### config.mk
export PLATFORM = sky130hd
export DESIGN_NAME = i2c_regfile_target
export DESIGN_NICKNAME = d
export VERILOG_FILES = /design/src/rtl/i2c_tgt_pkg.sv /design/src/rtl/i2c_tgt_sync.sv /design/src/rtl/i2c_tgt_regfile.sv /design/src/rtl/i2c_regfile_target.sv
export SDC_FILE = /design/constraint.sdc
export NUM_CORES = 1
export LEC_CHECK = 0
export BUFFER_PORTS_ARGS = -buffer_cell sky130_fd_sc_hd__buf_2
export CORE_MARGIN = 5
export CORE_UTILIZATION = 48
export CTS_CLUSTER_DIAMETER = 100
export DETAILED_ROUTE_END_ITERATION = 10
export HOLD_SLACK_MARGIN = 0.06
export SLEW_MARGIN = 20
export SYNTH_ARGS = -nofsm -noshare
export SYNTH_HDL_FRONTEND = slang
export SYNTH_SLANG_ARGS = --single-unit
### constraint.sdc
create_clock -name clk_i -period 6.7 [get_ports clk_i]
set_input_delay 0.67 -clock clk_i [delete_from_list [all_inputs] [get_ports clk_i]]
set_output_delay 0.67 -clock clk_i [all_outputs]
set_load 0.02 [all_outputs]
### src/rtl/i2c_tgt_pkg.sv
`timescale 1ns/1ps
package i2c_tgt_pkg;
  typedef enum logic [3:0] {
    ST_IDLE,
    ST_ADDR,
    ST_ADDR_ACK,
    ST_WADR,
    ST_WADR_ACK,
    ST_WDAT,
    ST_WDAT_ACK,
    ST_RDAT,
    ST_RDAT_ACK
  } tgt_state_e;
endpackage

### src/rtl/i2c_tgt_sync.sv
`timescale 1ns/1ps
module i2c_tgt_sync #(
  parameter int STAGES = 2
) (
  input  logic clk_i,
  input  logic rst_ni,
  input  logic scl_i,
  input  logic sda_i,
  output logic scl_o,
  output logic sda_o,
  output logic scl_rise_o,
  output logic scl_fall_o,
  output logic start_o,
  output logic stop_o
);
  logic [STAGES-1:0] scl_pipe, sda_pipe;
  logic scl_q, sda_q;

  always_ff @(posedge clk_i or negedge rst_ni) begin
    if (!rst_ni) begin
      scl_pipe <= '1;
      sda_pipe <= '1;
      scl_q    <= 1'b1;
      sda_q    <= 1'b1;
    end else begin
      scl_pipe <= {scl_pipe[STAGES-2:0], scl_i};
      sda_pipe <= {sda_pipe[STAGES-2:0], sda_i};
      scl_q    <= scl_pipe[STAGES-1];
      sda_q    <= sda_pipe[STAGES-1];
    end
  end

  assign scl_o      = scl_pipe[STAGES-1];
  assign sda_o      = sda_pipe[STAGES-1];
  assign scl_rise_o = scl_o & ~scl_q;
  assign scl_fall_o = ~scl_o & scl_q;
  // line events only count while SCL stays high across both samples
  assign start_o    = scl_o & scl_q & sda_q & ~sda_o;
  assign stop_o     = scl_o & scl_q & ~sda_q & sda_o;
endmodule

### src/rtl/i2c_tgt_regfile.sv
`timescale 1ns/1ps
module i2c_tgt_regfile #(
  parameter int NUM_REGS = 16,
  parameter int DATA_W   = 8,
  localparam int PTR_W   = $clog2(NUM_REGS)
) (
  input  logic              clk_i,
  input  logic              rst_ni,
  input  logic              we_i,
  input  logic [PTR_W-1:0]  waddr_i,
  input  logic [DATA_W-1:0] wdata_i,
  input  logic [PTR_W-1:0]  raddr_i,
  output logic [DATA_W-1:0] rdata_o
);
  logic [DATA_W-1:0] regs [NUM_REGS];
  logic [NUM_REGS-1:0] wen;

  for (genvar g = 0; g < NUM_REGS; g++) begin : g_wen
    assign wen[g] = we_i && (waddr_i == PTR_W'(g));
  end

  always_ff @(posedge clk_i or negedge rst_ni) begin
    if (!rst_ni) begin
      for (int i = 0; i < NUM_REGS; i++) regs[i] <= '0;
    end else begin
      for (int i = 0; i < NUM_REGS; i++) if (wen[i]) regs[i] <= wdata_i;
    end
  end

  assign rdata_o = regs[raddr_i];
endmodule

### src/rtl/i2c_regfile_target.sv
`timescale 1ns/1ps
module i2c_regfile_target
  import i2c_tgt_pkg::*;
#(
  parameter logic [6:0] DEV_ADDR    = 7'h68,
  parameter int         NUM_REGS    = 16,
  parameter int         CLK_REGS    = 8,
  parameter int         SYNC_STAGES = 2,
  localparam int        PTR_W       = $clog2(NUM_REGS)
) (
  input  logic clk_i,
  input  logic rst_ni,
  input  logic scl_i,
  input  logic sda_i,
  output logic sda_oe_o,
  output logic hold_o
);
  logic scl_s, sda_s, scl_rise, scl_fall, start_ev, stop_ev;
  tgt_state_e st;
  logic [3:0] cnt;
  logic [7:0] shreg, txreg, rdata;
  logic [PTR_W-1:0] ptr;
  logic rw, mack, in_xfer, oe, we;

  i2c_tgt_sync #(.STAGES(SYNC_STAGES)) u_sync (
    .clk_i      (clk_i),
    .rst_ni     (rst_ni),
    .scl_i      (scl_i),
    .sda_i      (sda_i),
    .scl_o      (scl_s),
    .sda_o      (sda_s),
    .scl_rise_o (scl_rise),
    .scl_fall_o (scl_fall),
    .start_o    (start_ev),
    .stop_o     (stop_ev)
  );

  assign we = (st == ST_WDAT) && scl_fall && (cnt == 4'd8) && !start_ev && !stop_ev;

  i2c_tgt_regfile #(.NUM_REGS(NUM_REGS), .DATA_W(8)) u_regs (
    .clk_i   (clk_i),
    .rst_ni  (rst_ni),
    .we_i    (we),
    .waddr_i (ptr),
    .wdata_i (shreg),
    .raddr_i (ptr),
    .rdata_o (rdata)
  );

  always_ff @(posedge clk_i or negedge rst_ni) begin
    if (!rst_ni) begin
      st      <= ST_IDLE;
      cnt     <= '0;
      shreg   <= '0;
      txreg   <= '0;
      ptr     <= '0;
      rw      <= 1'b0;
      mack    <= 1'b0;
      in_xfer <= 1'b0;
      oe      <= 1'b0;
    end else if (start_ev) begin
      st  <= ST_ADDR;
      cnt <= '0;
      oe  <= 1'b0;
    end else if (stop_ev) begin
      st      <= ST_IDLE;
      oe      <= 1'b0;
      in_xfer <= 1'b0;
    end else begin
      case (st)
        ST_ADDR, ST_WADR, ST_WDAT: begin
          if (scl_rise && cnt != 4'd8) begin
            shreg <= {shreg[6:0], sda_s};
            cnt   <= cnt + 4'd1;
          end else if (scl_fall && cnt == 4'd8) begin
            cnt <= '0;
            if (st == ST_ADDR) begin
              if (shreg[7:1] == DEV_ADDR) begin
                rw      <= shreg[0];
                oe      <= 1'b1;
                in_xfer <= 1'b1;
                st      <= ST_ADDR_ACK;
              end else begin
                st <= ST_IDLE;
              end
            end else if (st == ST_WADR) begin
              ptr <= shreg[PTR_W-1:0];
              oe  <= 1'b1;
              st  <= ST_WADR_ACK;
            end else begin
              oe <= 1'b1;
              st <= ST_WDAT_ACK;
            end
          end
        end
        ST_ADDR_ACK: if (scl_fall) begin
          if (rw) begin
            txreg <= rdata;
            oe    <= ~rdata[7];
            cnt   <= '0;
            st    <= ST_RDAT;
          end else begin
            oe <= 1'b0;
            st <= ST_WADR;
          end
        end
        ST_WADR_ACK: if (scl_fall) begin
          oe <= 1'b0;
          st <= ST_WDAT;
        end
        ST_WDAT_ACK: if (scl_fall) begin
          oe  <= 1'b0;
          ptr <= ptr + 1'b1;
          st  <= ST_WDAT;
        end
        ST_RDAT: if (scl_fall) begin
          if (cnt == 4'd7) begin
            oe  <= 1'b0;
            cnt <= '0;
            st  <= ST_RDAT_ACK;
          end else begin
            txreg <= {txreg[6:0], 1'b0};
            oe    <= ~txreg[6];
            cnt   <= cnt + 4'd1;
          end
        end
        ST_RDAT_ACK: begin
          if (scl_rise) begin
            mack <= ~sda_s;
            ptr  <= ptr + 1'b1;
          end else if (scl_fall) begin
            if (mack) begin
              txreg <= rdata;
              oe    <= ~rdata[7];
              cnt   <= '0;
              st    <= ST_RDAT;
            end else begin
              st <= ST_IDLE;
            end
          end
        end
        default: ;
      endcase
    end
  end

  assign sda_oe_o = oe;
  assign hold_o   = in_xfer && (ptr < PTR_W'(CLK_REGS));
endmodule

==> flow_metrics.py <==
metrics = {
    "power": {
        "p_comb_frac": 0.219,
        "worst_ir_drop_vdd_uv": 201.8,
        "p_switching_mw": 1.053,
        "power.density_nw_per_um2": 341.3,
        "total_power_mw": 3.004,
        "swShare": 0.3504,
        "seqPwrFrac": 0.444,
        "p_leak_nw": 4.147,
        "internal_power_mw": 1.952,
        "p_clk_frac": 0.337,
    },
    "floorplanning": {
        "start_util": 0.4871,
        "core_area_um2": 16520,
        "die_area_um2": 19460,
        "pin_count": 6,
        "placementRows": 47,
        "die_x_um": 139.5,
        "die_h_um": 139.5,
    },
    "cells_and_area": {
        "final_util": 0.5327,
        "drive_gt1_frac": 0.2615,
        "final_common_cell": "dfrtp_1",
        "diodes": 0,
        "syn2layout_area_growth_pct": 9.358,
        "layout_common_cells": "dfrtp_1, mux2_1, mux2_2",
        "fin_nets": 582,
    },
    "worst_setup_path": {
        "cp_slowest_stage_delay_ns": 0.89,
        "crit_family": "flip-flops",
        "cp_data_required_time_ns": 7.02,
        "worst-path-buf-inv": 2,
        "crit_type": "reg2reg",
        "worstPathCellList": "buf_4, inv_1, ha_1, and2_1, nand2_1, mux2_2",
        "arrival_ns": 3.06,
        "path_max_fanout": 22,
        "critPathLaunchType": "flip-flop",
        "crit_path_end_kind": "flip-flop",
        "worst_path_max_delay_cell": "dfrtp_1",
    },
    "synth": {
        "synth-async-reset-ratio": 1.000,
        "seq_area_frac_synth": 0.5139,
        "ys_types": 64,
        "yosysWarnings": 0,
        "synth_seq_cells": 165,
        "synth_edf_count": 0,
        "synth_ff_type": "dfrtp_1",
        "syn-cell-area_um2": 8049,
        "synthCells": 588,
        "synth_nets": 598,
        "syn_avg_cell_area_um2": 13.69,
    },
    "run_status": {
        "status": "finished, final reports clean",
    },
    "detailed_routing": {
        "viasPerCell": 5.913,
        "wl_per_cell_um": 21.83,
        "drc": 0,
        "drtAntennaViolNets": 0,
        "routed_wl_um": 17570,
        "vias": 4760,
        "drtIter0Drc": 219,
        "first_pass_iters": 5,
    },
    "timing": {
        "rsz0062_at_grt": "false",
        "worst_slew_pin_slew_ns": 0.9034,
        "setup_ws_ns": 3.956,
        "hold_viol_final": 0,
        "relSlewSlack": 0.3977,
        "fin_crit_sh": 0.4095,
        "slew_viol_final": 0,
        "fin_skew_ns": 0.01712,
        "setup_violations": 0,
        "min_period_ns": 2.744,
        "finalSetupTns_ns": 0,
        "fmax_mhz": 364.5,
    },
    "cts": {
        "cts.sinks": 165,
        "cts.path.max_buffers": 2,
        "clkTransAtPathRegs_ns": 0.07,
        "cts-root-buf": "clkbuf_16",
        "htree_levels": 4,
        "cts_buffers": 17,
        "cts_tree": "yes",
        "postCtsSetupBuffers": 0,
        "clock_latency_ns": 0.44,
        "ctsResizeCount": 0,
        "hold_buffers": 0,
    },
    "global_routing": {
        "grt_max_degree": 99,
        "antenna_found_initial": 0,
        "grt_util_all_layers": 0.1906,
        "grt_pass1_vias": 5026,
        "grt_pass1_wl_um": 28620,
        "gr-total-overflow": 0,
    },
    "place": {
        "hpwl_um": 11430,
        "io_buffer_count": 5,
        "gp_congestion": 0.9176,
        "place_ws_ns": 3.980,
    },
    "min_path": {
        "hp-class": "in2reg",
    },
    "flow_run": {
        "cap_viol_max_count": 0,
    },
}
area by class of cell:
cell class,instances,area (µm²)
clock buffer,19,452.9
multi-input combinational,370,3685
timing repair buffer,8,53.80
tap,220,275.3
clock inverter,13,160.2
inverter,10,37.54
fill,1350,7722
sequential,165,4138
worst reg2reg max path: cells and delay by family, from the launching register on:
family / cells / cell delay [ns]
adder cells (fa/ha/maj): 1 / 0.20
buffers and inverters: 2 / 0.61
flip-flops: 1 / 0.89
multiplexers: 1 / 0.39
AND/OR/NAND/NOR: 2 / 0.55
through the flow:
stage / hold slack, ns / area (µm²) / cells
finish: 0.3147 / 8802 / 805
global route: 0.3036 / 8802 / 805
CTS: 0.3006 / 8802 / 805
detailed placement: 0.3478 / 8189 / 773
global placement: 0.3469 / 8189 / 773
floorplan: 0.3452 / 8049 / 588
worst paths after layout:
check                              startpoint                 end  slack, ns  cells after the start
max                                    ptr[1]    u_regs.regs[126]       3.96                      6
max reg2reg                            ptr[1]    u_regs.regs[126]       3.96                      6
max in group asynchronous              rst_ni     u_regs.regs[54]       4.95                      2
min                                     sda_i  u_sync.sda_pipe[0]       0.31                      1
min reg2reg                u_sync.scl_pipe[0]  u_sync.scl_pipe[1]       0.36                      0
min in group asynchronous              rst_ni              cnt[1]       0.34                      1
synthesized netlist by cell type, drive strengths merged (3+ instances only):
library cell / count / area (µm²)
clkbuf: 25 / 93.84
o22ai: 3 / 32.53
dfstp: 6 / 157.7
nor3: 6 / 35.03
a31oi: 11 / 68.82
and2: 6 / 37.54
nand3: 5 / 25.02
nor4: 6 / 43.79
nand4b: 3 / 26.28
ha: 6 / 75.07
dfrtp: 159 / 3979
nand2b: 8 / 52.55
mux4: 38 / 855.8
a22oi: 4 / 30.03
nor2b: 7 / 43.79
nand3b: 3 / 22.52
a2bb2oi: 4 / 35.03
buf: 18 / 96.34
nand2: 35 / 148.9
inv: 10 / 37.54
o21ai: 15 / 78.83
nor3b: 4 / 35.03
mux2i: 7 / 70.07
a21oi: 9 / 45.04
mux2: 137 / 1543
nor2: 20 / 75.07
a211oi: 3 / 27.52
power groups by stage:
stage                     sequential, mW  combinational, mW  clock (mW)
after floorplan                     1.14              0.684           0
after global placement              1.35              0.651           0
after detailed placement            1.35              0.663           0
after CTS                           1.33              0.662        1.04
after global routing                1.36              0.730        1.07
final                               1.33              0.658        1.01
per-layer routing:
metal	wire, µm	track usage	vias up
li1	-	-	2152
met1	7869	0.2540	2504
met2	8591	0.3076	77
met3	713	0.04425	27
met4	396	0.06900	0
met5	0	0	-
cells by family after synthesis:
kind of cell / synth area share
buf+inv: 0.02829
compound gates: 0.05425
mux: 0.3067
simple gates: 0.08643
flops: 0.5139
fa+ha+maj: 0.009327
xor+xnor: 0.001088
sequential cells by signal, indices dropped and copies added (netlist names):
register / flops
cnt: 4
in_xfer: 1
mack: 1
ptr: 4
rw: 1
sda_oe_o: 1
shreg: 8
st: 4
txreg: 7
u_regs.regs: 128
u_sync.scl_pipe: 2
u_sync.scl_q: 1
u_sync.sda_pipe: 2
u_sync.sda_q: 1
Power figures use the tool's default switching activity.
